## src/rtl/wdt_guard_pkg.sv

```systemverilog
// Package: shared counter type and reload decode for the protected watchdog.
// Assumes the longest reload value (3FFFh) sets the counter width.
package wdt_guard_pkg;

    localparam int CNT_W = 14;

    typedef logic [CNT_W-1:0] cnt_t;

    typedef enum logic [1:0] {
        UF_SEL_1K  = 2'b00,
        UF_SEL_4K  = 2'b01,
        UF_SEL_8K  = 2'b10,
        UF_SEL_16K = 2'b11
    } uf_sel_e;

    // Reload value as all-ones of a width chosen by the select field.
    function automatic cnt_t reload_of(input logic [1:0] sel);
        int unsigned bits;
        case (uf_sel_e'(sel))
            UF_SEL_1K: bits = 10;
            UF_SEL_4K: bits = 12;
            UF_SEL_8K: bits = 13;
            default:   bits = 14;
        endcase
        return cnt_t'((32'd1 << bits) - 32'd1);
    endfunction

endpackage

```

## src/rtl/wdt_key_detect.sv

```systemverilog
// Module: detects the ordered two-write refresh key on one register address.
// Assumes that any write at all, to any address, between the two key bytes
// breaks the sequence. Key writes count only while enable is high.
module wdt_key_detect #(
    parameter int                 ADDR_W     = 4,
    parameter int                 DATA_W     = 8,
    parameter logic [ADDR_W-1:0]  KEY_ADDR   = '0,
    parameter logic [DATA_W-1:0]  KEY_FIRST  = '0,
    parameter logic [DATA_W-1:0]  KEY_SECOND = '1
) (
    input  logic              clk,
    input  logic              rst_n,
    input  logic              wr_en,
    input  logic [ADDR_W-1:0] wr_addr,
    input  logic [DATA_W-1:0] wr_data,
    input  logic              enable,
    output logic              refresh_o
);

    logic armed_q;
    logic key_hit;

    // A write to the key register that is allowed to act.
    assign key_hit   = wr_en && (wr_addr == KEY_ADDR) && enable;
    // The second key byte completes the sequence only from the armed state.
    assign refresh_o = key_hit && armed_q && (wr_data == KEY_SECOND);

    // Arming state: set by the first key byte, cleared by any other write.
    always_ff @(posedge clk) begin
        if (!rst_n) begin
            armed_q <= 1'b0;
        end else if (key_hit) begin
            armed_q <= (wr_data == KEY_FIRST);
        end else if (wr_en) begin
            armed_q <= 1'b0;
        end
    end

endmodule

```

## src/rtl/wdt_mode_ctrl.sv

```systemverilog
// Module: holds the run state and the sticky protection state.
// Assumes the configuration inputs are static copies of stored option bits.
// Nothing but reset can clear either state.
module wdt_mode_ctrl #(
    parameter int                ADDR_W     = 4,
    parameter logic [ADDR_W-1:0] START_ADDR = 1
) (
    input  logic              clk,
    input  logic              rst_n,
    input  logic              cfg_manual_start,
    input  logic              cfg_protect,
    input  logic              wr_en,
    input  logic [ADDR_W-1:0] wr_addr,
    output logic              running_o,
    output logic              protect_o
);

    logic running_q;
    logic protect_q;

    // Run state: chosen by start mode at reset, set by a start write, never cleared.
    always_ff @(posedge clk) begin
        if (!rst_n) begin
            running_q <= !cfg_manual_start;
        end else if (wr_en && (wr_addr == START_ADDR)) begin
            running_q <= 1'b1;
        end
    end

    // Protection state: captured at reset, then only ever set.
    always_ff @(posedge clk) begin
        if (!rst_n) begin
            protect_q <= cfg_protect;
        end else if (cfg_protect) begin
            protect_q <= 1'b1;
        end
    end

    assign running_o = running_q;
    assign protect_o = protect_q;

endmodule

```

## src/rtl/wdt_down_counter.sv

```systemverilog
// Module: reloadable down-counter with a registered underflow pulse.
// Assumes tick_en is already gated by the run state. On the same edge, a
// refresh takes priority over a tick and suppresses the underflow.
module wdt_down_counter #(
    parameter int CNT_W = 14
) (
    input  logic             clk,
    input  logic             rst_n,
    input  logic [CNT_W-1:0] reload_val,
    input  logic             tick_en,
    input  logic             refresh,
    output logic [CNT_W-1:0] cnt_o,
    output logic             underflow_o
);

    logic [CNT_W-1:0] cnt_q;
    logic             uf_q;
    logic             at_zero;

    // The tick that arrives at zero is the underflowing tick.
    assign at_zero = (cnt_q == '0);

    // Count, reload and underflow pulse.
    always_ff @(posedge clk) begin
        if (!rst_n) begin
            cnt_q <= reload_val;
            uf_q  <= 1'b0;
        end else begin
            uf_q <= tick_en && at_zero && !refresh;
            if (refresh) begin
                cnt_q <= reload_val;
            end else if (tick_en) begin
                cnt_q <= at_zero ? reload_val : cnt_q - 1'b1;
            end
        end
    end

    assign cnt_o       = cnt_q;
    assign underflow_o = uf_q;

endmodule

```

## src/rtl/wdt_guard.sv

```systemverilog
// Module: top of the protected watchdog. It joins the key detector, the mode
// control and the counter, and steers the underflow pulse to a reset or an
// interrupt request. Assumes slow_tick is a single-cycle enable that is
// synchronous to clk. low_power is accepted but deliberately does not stop
// the count.
module wdt_guard
    import wdt_guard_pkg::*;
#(
    parameter int                ADDR_W       = 4,
    parameter int                DATA_W       = 8,
    parameter logic [ADDR_W-1:0] REFRESH_ADDR = 0,
    parameter logic [ADDR_W-1:0] START_ADDR   = 1,
    parameter logic [DATA_W-1:0] KEY_FIRST    = 8'h00,
    parameter logic [DATA_W-1:0] KEY_SECOND   = 8'hFF
) (
    input  logic              clk,
    input  logic              rst_n,
    input  logic              cfg_manual_start,
    input  logic [1:0]        cfg_uf_sel,
    input  logic              cfg_protect,
    input  logic              cfg_act_reset,
    input  logic              slow_tick,
    input  logic              low_power,
    input  logic              wr_en,
    input  logic [ADDR_W-1:0] wr_addr,
    input  logic [DATA_W-1:0] wr_data,
    output logic              rst_req,
    output logic              int_req,
    output logic              osc_en
);

    cnt_t reload_val;
    cnt_t cnt_q;
    logic running_q;
    logic protect_q;
    logic refresh;
    logic tick_en;
    logic underflow;
    logic act_is_reset;

    // Reload value decoded from the static select field.
    assign reload_val = reload_of(cfg_uf_sel);
    // Ticks count only once the counter runs.
    assign tick_en    = slow_tick && running_q;

    wdt_key_detect #(
        .ADDR_W    (ADDR_W),
        .DATA_W    (DATA_W),
        .KEY_ADDR  (REFRESH_ADDR),
        .KEY_FIRST (KEY_FIRST),
        .KEY_SECOND(KEY_SECOND)
    ) u_key (
        .clk      (clk),
        .rst_n    (rst_n),
        .wr_en    (wr_en),
        .wr_addr  (wr_addr),
        .wr_data  (wr_data),
        .enable   (running_q),
        .refresh_o(refresh)
    );

    wdt_mode_ctrl #(
        .ADDR_W    (ADDR_W),
        .START_ADDR(START_ADDR)
    ) u_mode (
        .clk             (clk),
        .rst_n           (rst_n),
        .cfg_manual_start(cfg_manual_start),
        .cfg_protect     (cfg_protect),
        .wr_en           (wr_en),
        .wr_addr         (wr_addr),
        .running_o       (running_q),
        .protect_o       (protect_q)
    );

    wdt_down_counter #(
        .CNT_W(CNT_W)
    ) u_cnt (
        .clk        (clk),
        .rst_n      (rst_n),
        .reload_val (reload_val),
        .tick_en    (tick_en),
        .refresh    (refresh),
        .cnt_o      (cnt_q),
        .underflow_o(underflow)
    );

    // Protection overrides the configured underflow action.
    assign act_is_reset = protect_q || cfg_act_reset;
    assign rst_req      = underflow && act_is_reset;
    assign int_req      = underflow && !act_is_reset;
    // The oscillator runs whenever it is needed or forced.
    assign osc_en       = protect_q || running_q;

endmodule

```

## config.mk

```make
export PLATFORM = sky130hd
export DESIGN_NAME = wdt_guard
export DESIGN_NICKNAME = d
export VERILOG_FILES = /design/src/rtl/wdt_guard_pkg.sv /design/src/rtl/wdt_key_detect.sv /design/src/rtl/wdt_mode_ctrl.sv /design/src/rtl/wdt_down_counter.sv /design/src/rtl/wdt_guard.sv
export SDC_FILE = /design/constraint.sdc
export NUM_CORES = 1
export LEC_CHECK = 0
export CORE_MARGIN = 2
export CORE_UTILIZATION = 45
export CTS_CLUSTER_SIZE = 10
export DETAILED_ROUTE_END_ITERATION = 7
export GPL_TIMING_DRIVEN = 0
export PLACE_DENSITY = 0.75
export SYNTH_ARGS = -nofsm -noshare
export SYNTH_HDL_FRONTEND = slang
export SYNTH_SLANG_ARGS = --single-unit
export TNS_END_PERCENT = 1
```

## constraint.sdc

```tcl
create_clock -name clk -period 3.1 [get_ports clk]
set_clock_uncertainty 0.05 [all_clocks]
set_input_delay 0.62 -clock clk [delete_from_list [all_inputs] [get_ports clk]]
set_output_delay 0.62 -clock clk [all_outputs]
set_load 0.005 [all_outputs]
```

==> impl_metrics.ini, run 1 <==
[sta]
fmax_mhz = 372
whs_ps = 499
setup_viol = 0
rsz0062_at_grt = no
fin_crit_ps = 2690
maxSlewHeadroom = 0.606
drv_slew = 0
fin_crit_sh = 0.866
worst_pin_slew_ps = 589
hold_viol = 0
fin_tns_setup_ps = 0

[synth]
ys_async_sr_fraction = 0
ys_seq_elements = 18
avgSynthCellArea_um2 = 11.0
yosys.area.top_type = edfxtp_1
synth_top_area_frac = 0.442
ys_types = 37
synth_edf_count = 16
synth_ff_type = edfxtp_1
synthesis.nets = 123
ys_top_cells_by_area = edfxtp_1 44%, mux2i_1 4.6%, xnor2_1 4.0%, dfxtp_1 3.7%, nand2_1 3.5%
synthesis.area_um2 = 1090
ys_seq_area_frac = 0.479
yosys_warnings = 0
synth.most_common_cell = edfxtp_1
syn_inst = 99
synth_commonest_cells = 16 x edfxtp_1, 10 x nand2_1, 7 x inv_1

[final_layout]
postLayoutCellArea_um2 = 1380
area_growth_pct = 26.8
fillCellCount = 206
fin_nets = 151
n_antenna_cell = 0
fin_cells = 154
drive_gt1_frac = 0.0794

[critical_path]
r2r_cells = 7
cp.required_ps = 2980
r2r_start = u_cnt.cnt_o[0]
endpoint_kind = flop
crit_chain = clkdlybuf4s50_1, or4b_1, o41a_1, nand2_1
r2r_end = u_cnt.cnt_o[11]
cp_top_family = simple AND/OR/NAND/NOR gates
critPathArrivalTime_ps = 2560
critPathMaxStageDelay_ps = 600
worst-path-buf-inv = 1
regToRegSetupSlack_ps = 590
slowest_stage = or4b_1
critPathKind = in -> reg
crit_fanout = 14
startpoint_type = primary input

[worst_hold_path]
worstHoldStart = u_key.armed_q
min_to = u_key.armed_q
holdCritPathClass = reg -> reg
holdPathStages = 2

[route]
viasPerCell = 5.59
drcViolationCount = 0
drt_wl_total_um = 2110
ant_nets = 0
num_vias = 861
drt_iter0_drc = 12
wl_per_cell_um = 13.7
dr.pass1.iters = 4

[floorplanning]
chipWidth_um = 53.2
boundaryPins = 25
start_util = 0.482
coreArea_um2 = 2250
rows = 17
fp.dieH_um = 53.2
die_area_um2 = 2830

[outcome]
status = finished clean

[clocking]
h-tree-depth = 1
cts_tree = built
cts_sinks = 18
clk_pin_slew_ps = 110
holdBufCountCts = 0
clkLatencyLatePin_ps = 290
root_buffer = clkbuf_4
post_cts_resized = 0
clockBufferDepth = 2
cts_buffers = 3
post-cts-setup-buffers = 0

[global_route]
grtUsageTotal = 0.179
grt_pass1_wl_um = 3620
antenna_found_initial = 0
grt_max_degree = 15
grt_overflow_total = 0
grt_pass1_vias = 871

[place]
placedCellCount = 150
placed_area_um2 = 1350
dpl.hpwl_um = 1710
gp_congestion = 0.870
port_buffers = 23

[run]
max-cap-violations = 0

[power]
power.total_uw = 481
power_density_nw_per_um2 = 349
leakage_uw = 0.000464
max-vdd-ir-drop_mv = 0.249
==> worst max path at each step <==
| stage | cells after the start | endpoint | slack (ps) | start |
|---|---|---|---|---|
| after CTS | 4 | u_cnt.cnt_o[5] | 400 | wr_addr[1] |
| after floorplan | 3 | u_cnt.cnt_o[0] | 700 | wr_addr[1] |
| after detailed placement | 4 | u_cnt.cnt_o[5] | 80 | wr_addr[1] |
| final | 4 | u_cnt.cnt_o[1] | 410 | wr_addr[1] |
| after global placement | 4 | u_cnt.cnt_o[10] | 110 | wr_en |
| after global routing | 4 | u_cnt.cnt_o[13] | 320 | wr_addr[1] |
==> where the power goes <==
group / internal [uW] / switching [uW] / total [uW] / leakage [uW]
combinational: 42.8 / 29.7 / 72.6 / 0.000296
clock: 46.7 / 69.7 / 116 / 0.0000154
sequential: 280 / 12.0 / 292 / 0.000153
==> layer usage <==
layer	global-route usage	vias to the layer above	part of all wire
met3	0.0367	6	0.033
li1	-	440	-
met2	0.321	20	0.51
met1	0.199	395	0.43
met4	0.0897	0	0.026
met5	0	-	0
==> area by class of cell <==
cell class              count  area (um2)  area share
plain buffers               1        11.3     0.00817
clock buffers               3        22.5      0.0163
clock inverters             1        3.75     0.00272
inverters                   7        26.3      0.0191
multi-input cells          73         529       0.384
flip-flops and latches     18         520       0.377
well taps                  28        35.0      0.0254
repair buffers             23         230       0.167
==> sequential cells by signal, indices dropped and copies added, names as in the netlist <==
name               count
u_mode.running_o       1
u_mode.protect_o       1
u_cnt.cnt_o           14
u_key.armed_q          1
u_cnt.underflow_o      1
==> worst register-to-register path, stage by stage, from the launching register on <==
cell and delay, ps:
edfxtp_1 450, inv_1 90, ha_1 220, or4b_4 520, or2_4 290, o41a_4 380, buf_6 150, mux2i_1 110
==> cells by family (layout without fill, tap and decap cells) <==
| group | after synthesis | count (layout) | share of synthesized area |
|---|---|---|---|
| simple gates | 46 | 46 | 0.250 |
| flops | 18 | 18 | 0.479 |
| compound gates | 13 | 13 | 0.112 |
| buf+inv | 8 | 35 | 0.0345 |
| xor+xnor | 7 | 7 | 0.0564 |
| mux | 5 | 5 | 0.0460 |
| fa+ha+maj | 2 | 2 | 0.0230 |
==> cells in the final DEF, fill, tap and decap left out, drive strengths merged <==
master | synthesis | routed
clkdlybuf4s50 | 0 | 23
edfxtp | 16 | 16
nand2 | 10 | 10
inv | 7 | 7
nor4 | 5 | 5
xnor2 | 5 | 5
mux2i | 5 | 5
nor2 | 4 | 4
or4 | 4 | 4
nand3 | 3 | 3
nor3 | 3 | 3
clkbuf | 0 | 3
or2 | 3 | 3
nor2b | 2 | 2
nand4b | 2 | 2
o22ai | 2 | 2
and3 | 2 | 2
xor2 | 2 | 2
nand2b | 2 | 2
nor3b | 2 | 2
ha | 2 | 2
dfxtp | 2 | 2
or4b | 2 | 2
o41ai | 2 | 2
o41a | 2 | 2
nand4 | 1 | 1
or3 | 1 | 1
a221oi | 1 | 1
buf | 1 | 1
o21ai | 1 | 1
o21a | 1 | 1
a21oi | 1 | 1
a32oi | 1 | 1
o311ai | 1 | 1
o31ai | 1 | 1
clkinv | 0 | 1
==> stage by stage <==
step            util  setup slack [ps]
2_1_floorplan      -               701
3_3_place_gp   0.600               114
3_5_place_dp   0.600              84.0
4_1_cts        0.612               398
5_1_grt        0.612               319
6_report       0.612               414
Note: power is estimated with default switching activity, not from simulation.
==> run 2: changes to the inputs <==
SLEW_MARGIN = 30   (was unset)
==> results of run 2 <==
No change in the layout: final DEF, timing and power equal those of run 1.
==> run 3: changes to the inputs <==
PLACE_DENSITY = 0.72   (was 0.75)
RECOVER_POWER = 25   (was unset)
==> impl_metrics.ini, run 3 (same netlist as run 1, synthesis figures left out) <==
[sta]
fin_ws_ps = 346
hold_viol = 0
worst_pin_slew_ps = 596
whs_ps = 510
rsz0062_at_grt = no
drv_slew = 0
fmax_mhz = 363
maxSlewHeadroom = 0.602
setup_viol = 0
fin_crit_ps = 2750
fin_crit_sh = 0.888
fin_tns_setup_ps = 0

[route]
wl_per_cell_um = 15.1
viasPerCell = 5.71
drt_wl_total_um = 2320
dr.pass1.iters = 4
num_vias = 879
drcViolationCount = 0
ant_nets = 0
drt_iter0_drc = 11

[critical_path]
crit_chain = dlygate4sd3_1, or4b_1, o41a_1, nand2_1
critPathArrivalTime_ps = 2650
r2r_end = u_cnt.cnt_o[11]
r2r_cells = 7
endpoint_kind = flop
r2r_start = u_cnt.cnt_o[0]
slowest_stage = dlygate4sd3_1
startpoint_type = primary input
regToRegSetupSlack_ps = 490
cp.required_ps = 3000
worst-path-buf-inv = 1
critPathKind = in -> reg
critPathMaxStageDelay_ps = 560
cp_top_family = simple AND/OR/NAND/NOR gates
crit_fanout = 14

[power]
power_density_nw_per_um2 = 354
p_int_uw = 369
power.total_uw = 487
leakage_uw = 0.000465
switching_share = 0.244
power_frac_seq = 0.599
max-vdd-ir-drop_mv = 0.275
clkPwrFrac = 0.253
p_comb_frac = 0.148
p_switching_uw = 119

[floorplanning]
fp.dieH_um = 53.2
die_area_um2 = 2830
chipWidth_um = 53.2
start_util = 0.482
boundaryPins = 25
rows = 17
coreArea_um2 = 2250

[final_layout]
fin_cells = 154
regArea_um2 = 520
multiInputGateArea_um2 = 526
area_growth_pct = 26.5
drive_gt1_frac = 0.0714
n_antenna_cell = 0
fin_nets = 151
layout_commonest_cell = clkdlybuf4s50_1
largest_reg_flops = 14
layout_common_cells = 19 x clkdlybuf4s50_1, 16 x edfxtp_1, 10 x nand2_1
fillCellCount = 202

[place]
placedCellCount = 150
dpl.hpwl_um = 1790
dp_worst_setup_slack_ps = 63.7
gp_congestion = 0.855
port_buffers = 23

[worst_hold_path]
holdCritPathClass = reg -> reg
min_to = u_key.armed_q
holdPathStages = 2
worstHoldStart = u_key.armed_q

[global_route]
grt_pass1_vias = 896
antenna_found_initial = 0
grt_pass1_wl_um = 3950
grtUsageTotal = 0.198
grt_max_degree = 15
grt_overflow_total = 0

[clocking]
clkLatencyLatePin_ps = 300
post-cts-setup-buffers = 0
clockBufferDepth = 2
holdBufCountCts = 0
cts_tree = built
root_buffer = clkbuf_4
h-tree-depth = 1
clk_pin_slew_ps = 110
cts_sinks = 18
cts_buffers = 3
post_cts_resized = 0

[run]
max-cap-violations = 0

[outcome]
status = finished clean
run 3: changes by cell type in the layout (fill, tap and decap cells not counted), sizes merged:
cell           previous run  this run
clkdlybuf4s50            23        19
dlygate4sd3               0         4
run 3: layer usage:
| layer | vias up | track usage | part of all wire |
|---|---|---|---|
| met3 | 8 | 0.0367 | 0.032 |
| li1 | 443 | - | - |
| met1 | 405 | 0.214 | 0.42 |
| met5 | - | 0 | 0 |
| met2 | 23 | 0.348 | 0.52 |
| met4 | 0 | 0.128 | 0.025 |
run 3: cell type report:
type                    instances  area share
inverters                       7      0.0191
repair buffers                 23       0.167
well taps                      28      0.0255
flip-flops and latches         18       0.379
plain buffers                   1     0.00819
multi-input cells              73       0.382
clock buffers                   3      0.0164
clock inverters                 1     0.00273
run 3: tightest hold or removal path: cells and delay by family, from the launching register on:
kind             cells  cell delay [ps]
AND/OR/NAND/NOR      1              110
AO/OA/AOI/OAI        1               60
flip-flops           1              350
run 3: per-stage QoR:
step                utilization  area [um2]
global placement          0.600        1350
finish                    0.610        1380
CTS                       0.612        1380
global route              0.610        1380
floorplan                     -        1090
detailed placement        0.600        1350
run 3: power by group through the flow:
stage / Combinational [uW] / Sequential, uW / Clock (uW)
2_1_floorplan: 35.2 / 294 / 0
3_3_place_gp: 71.5 / 297 / 0
3_5_place_dp: 73.5 / 298 / 0
4_1_cts: 74.3 / 292 / 129
5_1_grt: 80.5 / 294 / 135
6_report: 72.3 / 292 / 123
run 3: how the worst max path moves through the flow:
stage / from / end / slack, ps / cells after the start
final: wr_en / u_cnt.cnt_o[0] / 350 / 4
after global routing: wr_en / u_cnt.cnt_o[1] / 260 / 4
after detailed placement: wr_en / u_cnt.cnt_o[6] / 60 / 4
after floorplan: wr_addr[1] / u_cnt.cnt_o[0] / 700 / 3
after CTS: wr_en / u_cnt.cnt_o[11] / 400 / 4
after global placement: wr_en / u_cnt.cnt_o[5] / 100 / 4
